[src/rtl/mrd_pkg.sv]
package mrd_pkg;

  // Widest word any mode produces; the mode set is fixed, so is this.
  localparam int MAX_W = 8;
  // Framing counter width, enough to hold indices up to MAX_W-1 plus anchors.
  localparam int CNT_W = $clog2(MAX_W) + 1;

  typedef enum logic [1:0] {
    MD_PASS = 2'd0,
    MD_R4   = 2'd1,
    MD_R7   = 2'd2,
    MD_R8   = 2'd3
  } mrd_mode_e;

  function automatic logic [CNT_W-1:0] mode_ratio(input mrd_mode_e m);
    case (m)
      MD_R4:   return CNT_W'(4);
      MD_R7:   return CNT_W'(7);
      MD_R8:   return CNT_W'(8);
      default: return CNT_W'(1);
    endcase
  endfunction

  function automatic logic [MAX_W-1:0] mode_mask(input mrd_mode_e m);
    logic [MAX_W:0] one_hot;
    one_hot = (MAX_W+1)'(1) << mode_ratio(m);
    return MAX_W'(one_hot - (MAX_W+1)'(1));
  endfunction

endpackage

[src/rtl/mrd_frame_ctl.sv]
module mrd_frame_ctl
  import mrd_pkg::*;
(
  input  logic             clk,
  input  logic             rst,
  input  logic             bit_en,
  input  logic             frame_stb,
  input  mrd_mode_e        mode_sel,
  output logic             shift_en,
  output logic             capture,
  output logic [MAX_W-1:0] cap_mask
);

  mrd_mode_e        mode_q, mode_eff;
  logic [CNT_W-1:0] cnt_q, idx, ratio_eff, last_idx, anchor_idx;
  logic             locked_q, started_q;
  logic             frame_acc, pass_eff, realign, at_last;

  always_comb begin
    frame_acc  = bit_en && frame_stb;
    mode_eff   = frame_acc ? mode_sel : mode_q;
    ratio_eff  = mode_ratio(mode_eff);
    pass_eff   = (mode_eff == MD_PASS);
    last_idx   = ratio_eff - CNT_W'(1);
    // Frame bit sits two bits ahead of the word's first bit.
    anchor_idx = ratio_eff - CNT_W'(2);
    idx        = frame_acc ? anchor_idx : cnt_q;
    at_last    = (idx == last_idx);
    realign    = frame_acc && (!locked_q || (mode_sel != mode_q) || (cnt_q != anchor_idx));
    capture    = bit_en && (pass_eff || (locked_q && started_q && !frame_acc && at_last));
    shift_en   = bit_en;
    cap_mask   = mode_mask(mode_eff);
  end

  always_ff @(posedge clk) begin
    if (rst) begin
      mode_q    <= mode_sel;
      cnt_q     <= '0;
      locked_q  <= 1'b0;
      started_q <= 1'b0;
    end else if (bit_en) begin
      mode_q   <= mode_eff;
      locked_q <= locked_q | frame_stb;
      if (pass_eff || at_last) cnt_q <= '0;
      else                     cnt_q <= idx + CNT_W'(1);
      if (pass_eff || realign)                started_q <= 1'b0;
      else if (locked_q && (idx == CNT_W'(0))) started_q <= 1'b1;
    end
  end


  stall_hold_chk: assert property (@(posedge clk) disable iff (rst)
    !bit_en |=> ($stable(cnt_q) && $stable(started_q)));


  mode_hold_chk: assert property (@(posedge clk) disable iff (rst)
    !(bit_en && frame_stb) |=> $stable(mode_q));


  unlocked_quiet_chk: assert property (@(posedge clk) disable iff (rst)
    (!locked_q && !frame_stb && mode_q != MD_PASS) |-> !capture);


  realign_no_cap_chk: assert property (@(posedge clk) disable iff (rst)
    (bit_en && frame_stb && mode_sel != MD_PASS) |-> !capture);

endmodule

[src/rtl/mrd_lane.sv]
module mrd_lane
  import mrd_pkg::*;
(
  input  logic             clk,
  input  logic             rst,
  input  logic             shift_en,
  input  logic             capture,
  input  logic [MAX_W-1:0] cap_mask,
  input  logic             din,
  output logic [MAX_W-1:0] word
);

  logic [MAX_W-2:0] sr_q;

  always_ff @(posedge clk) begin
    if (rst) begin
      sr_q <= '0;
      word <= '0;
    end else begin
      if (shift_en) sr_q <= {sr_q[MAX_W-3:0], din};
      if (capture)  word <= {sr_q, din} & cap_mask;
    end
  end


  upper_zero_chk: assert property (@(posedge clk) disable iff (rst)
    capture |=> ((word & ~$past(cap_mask)) == '0));

endmodule

[src/rtl/mr_deser.sv]
module mr_deser
  import mrd_pkg::*;
#(
  parameter int NCH = 16
) (
  input  logic               clk,
  input  logic               rst,
  input  logic               bit_en,
  input  logic               frame_stb,
  input  logic [1:0]         mode_sel,
  input  logic [NCH-1:0]     ser_in,
  output logic [NCH*8-1:0]   par_out,
  output logic               par_vld
);

  localparam int LW = MAX_W;

  logic             shift_en, capture;
  logic [LW-1:0]    cap_mask;

  mrd_frame_ctl u_ctl (
    .clk      (clk),
    .rst      (rst),
    .bit_en   (bit_en),
    .frame_stb(frame_stb),
    .mode_sel (mrd_mode_e'(mode_sel)),
    .shift_en (shift_en),
    .capture  (capture),
    .cap_mask (cap_mask)
  );

  for (genvar g = 0; g < NCH; g++) begin : g_lane
    mrd_lane u_lane (
      .clk     (clk),
      .rst     (rst),
      .shift_en(shift_en),
      .capture (capture),
      .cap_mask(cap_mask),
      .din     (ser_in[g]),
      .word    (par_out[g*LW +: LW])
    );
  end

  always_ff @(posedge clk) begin
    if (rst) par_vld <= 1'b0;
    else     par_vld <= capture;
  end


  vld_src_chk: assert property (@(posedge clk) disable iff (rst)
    par_vld |-> $past(bit_en));

endmodule

[config.mk]
export PLATFORM = sky130hd
export DESIGN_NAME = mr_deser
export DESIGN_NICKNAME = d
export VERILOG_FILES = /design/src/rtl/mrd_pkg.sv /design/src/rtl/mrd_frame_ctl.sv /design/src/rtl/mrd_lane.sv /design/src/rtl/mr_deser.sv
export SDC_FILE = /design/constraint.sdc
export NUM_CORES = 1
export LEC_CHECK = 0
export ABC_AREA = 0
export BUFFER_PORTS_ARGS = -buffer_cell sky130_fd_sc_hd__buf_2
export CORE_MARGIN = 3
export CORE_UTILIZATION = 30
export CTS_CLUSTER_DIAMETER = 200
export DETAILED_ROUTE_END_ITERATION = 8
export SETUP_SLACK_MARGIN = 0.3
export SLEW_MARGIN = 20
export SYNTH_ARGS = -nofsm -noshare
export SYNTH_HDL_FRONTEND = slang
export SYNTH_SLANG_ARGS = --single-unit
[constraint.sdc]
create_clock -name clk -period 2.05 [get_ports clk]
set_input_delay 0.205 -clock clk [delete_from_list [all_inputs] [get_ports clk]]
set_output_delay 0.205 -clock clk [all_outputs]
set_load 0.02 [all_outputs]
==> reports/metrics.cfg <==
[die]
initial_utilization_pct = 30.69
core-area_um2 = 30910
dieWidth_um = 183.8
io_pins = 151
die-area_um2 = 33790
die_y_um = 183.8
core.rowCount = 64

[critical_path]
cp_data_required_time_ns = 2.47
crit_path_max_fanout = 12
setup.worst_path.class = register to register
path_buf_inv = 2
critPathTopFamily = flip-flops
slowest_delay_ns = 0.51
arrival_ns = 2.21
end_kind = register
start_kind = register
critPathSlowestCell = edfxtp_1
worstPathCellList = xnor2_2, and4b_4, a211oi_4, buf_6, clkbuf_16, a22o_1

[clock_tree]
clkLatencyLatePin_ns = 0.53
h-tree-depth = 1
path_clk_slew_ns = 0.06
clock_sinks = 249
numCtsBuffers = 29
cts_tree = yes
clockBufferDepth = 3
cts_root_buffer = clkbuf_16

[sta]
period_needed_ns = 1.791
fmax_mhz = 558.3
timing.final.crit_share_pct = 87.38
setup_viol = 0
timing.final.ws_setup_ns = 0.2587
fin_worst_skew_ns = 0.01002
grt_setup_unrepaired = yes
drv_slew = 0
hold_violations = 0
relSlewSlack_pct = 39.62
fin_tns_setup_ns = 0
worst_pin_slew_ns = 0.9057

[layout]
stdcell_count = 1462
final_common_cell = dfxtp_1
drive_gt1_share_pct = 21.95
area_growth_pct = 25.33
final_util_pct = 38.46
final_nets = 1070
final_cell_mix = dfxtp_1, mux2i_1, buf_2
n_antenna_cell = 0

[placement]
dpl.cell_count = 1386
hpwl_um = 12770
place_ws_ns = 0.2508
place_congestion = 0.7568
portBuffers = 150

[yosys]
synth_xor_xnor_area_share_pct = 0.2770
synth.net_count = 921
synth_top_family_by_area = multiplexers
synthCells = 897
synth_compound_area_share_pct = 6.028
synth_cell_types = 42
syn-cell-area_um2 = 9485
synth-warning-count = 0
ys_ff_latch = 249
muxShareOfSynthArea_pct = 20.50
yosys.area_share.adder_pct = 0.2638
avgSynthCellArea_um2 = 10.57
seq_area_frac_synth_pct = 52.76
synthSimpleGateAreaFrac_pct = 15.93

[power_and_ir_drop]
clkPwrFrac_pct = 46.3
p_int_mw = 8.176
peakVddDrop_v = 0.0005030
combPwrFrac_pct = 6.7
p_per_area_nw_per_um2 = 891.0
pwr-share-seq_pct = 46.9
switchingPower_mw = 2.415
p_sw_share_pct = 22.80
leakage_nw = 5.524

[grt]
overflow = 0
antenna_found_initial = 0
grt_pass1_vias = 6433
grt_pass1_wl_um = 34860
grt_usage_pct = 12.44
grt_max_degree = 126

[drt]
post-route-drc-count = 0
ant_nets = 0
vias = 6700
routed_via_density = 4.583
drtPass1Iterations = 4
drtIter0Drc = 363
routedWlPerCell_um = 15.45
wl_um = 22590

[job]
cap_violations = 0

[outcome]
outcome = completed

[min_path]
min_path_type = input port to register

cell families after synthesis:
| logic type | count (synthesis) |
|---|---|
| fa+ha+maj | 2 |
| compound gates | 70 |
| simple gates | 306 |
| buf+inv | 73 |
| mux | 194 |
| flops | 249 |
| xor+xnor | 3 |
cell type report:
type | instances | area, um2
Clock inverter | 10 | 86.33
Clock buffer | 41 | 832.0
Inverter | 3 | 11.26
Sequential cell | 249 | 5005
Fill cell | 3065 | 19020
Multi-Input combinational cell | 575 | 4144
Tap cell | 396 | 495.5
Timing Repair Buffer | 188 | 1314
power groups by stage:
stage               Clock, mW  Combinational, mW  Sequential (mW)
detailed placement          0              0.633             5.08
finish                   4.91              0.713             4.97
global placement            0              0.628             5.07
global route             5.28              0.775             4.98
floorplan                   0              0.458             5.07
CTS                      5.07              0.677             4.97
state kept, by name, summed over array words and instances (netlist names):
name,flops
g_lane.u_lane.word,128
g_lane.u_lane.sr_q,112
u_ctl.cnt_q,4
u_ctl.mode_q,2
par_vld,1
u_ctl.locked_q,1
u_ctl.started_q,1
stage by stage:
stage	instance area, um2	total power, mW	hold slack, ns
6_report	11890	10.59	0.05736
5_1_grt	11890	11.04	0.09778
4_1_cts	11780	10.72	0.03299
3_5_place_dp	10610	5.709	0.4597
3_3_place_gp	10610	5.703	0.4571
2_1_floorplan	9485	5.532	0.3522
path summary, 6_finish.rpt:
check | slack [ns] | end | depth (start not counted) | from
setup / recovery | 0.26 | g_lane[13].u_lane.word[3] | 6 | u_ctl.mode_q[0]
hold / removal | 0.06 | u_ctl.started_q | 3 | bit_en
setup reg to reg | 0.26 | g_lane[13].u_lane.word[3] | 6 | u_ctl.mode_q[0]
hold reg to reg | 0.47 | g_lane[0].u_lane.word[4] | 2 | g_lane[0].u_lane.sr_q[3]
synthesized netlist by cell type, drive strengths merged:
| cell type | instances | area, um2 |
|---|---|---|
| xnor2 | 2 | 17.52 |
| o31ai | 1 | 7.510 |
| o22ai | 1 | 6.260 |
| o32ai | 1 | 8.760 |
| nand3b | 16 | 120.1 |
| nor4b | 2 | 17.52 |
| a31oi | 2 | 12.51 |
| a21boi | 1 | 7.510 |
| inv | 3 | 11.26 |
| edfxtp | 2 | 60.06 |
| buf | 42 | 285.3 |
| a21bo | 1 | 10.01 |
| nand3 | 3 | 15.01 |
| or4b | 1 | 10.01 |
| and2 | 1 | 6.260 |
| a21oi | 5 | 25.02 |
| nand2 | 54 | 202.7 |
| a31o | 1 | 8.760 |
| o21ai | 5 | 28.78 |
| dfxtp | 247 | 4945 |
| clkbuf | 28 | 105.1 |
| nor2b | 2 | 12.51 |
| o21a | 1 | 7.510 |
| xor2 | 1 | 8.760 |
| nand4b | 1 | 8.760 |
| mux2i | 192 | 1922 |
| ha | 2 | 25.02 |
| nand2b | 97 | 606.8 |
| nor3 | 3 | 15.01 |
| and4b | 1 | 13.76 |
| a211oi | 2 | 20.02 |
| mux2 | 2 | 22.52 |
| nand4 | 1 | 6.260 |
| a41oi | 1 | 8.760 |
| nor2 | 120 | 450.4 |
| a22o | 48 | 420.4 |
| and3 | 3 | 18.77 |
| nor3b | 1 | 7.510 |
worst min-delay path: stages:
cell,delay (ns)
buf_6,0.12
a41oi_1,0.15
nor3_1,0.05
timing repair:
item                                    CTS  global route
gates cloned                              1             3
hold buffers                             16             0
endpoints found under the hold margin    32             0
buffers inserted                          4             1
gates resized for setup                   5            10
endpoints found under the setup margin   98           106
routing by layer:
layer | wire length [um] | global-route usage [%] | vias to the layer above
met4 | 420 | 3.024 | 0
li1 | - | - | 3342
met1 | 10520 | 16.90 | 3155
met3 | 1554 | 3.482 | 40
met2 | 10090 | 19.71 | 163
met5 | 0 | 0 | -
No activity file was read; power rests on OpenSTA's default activity.
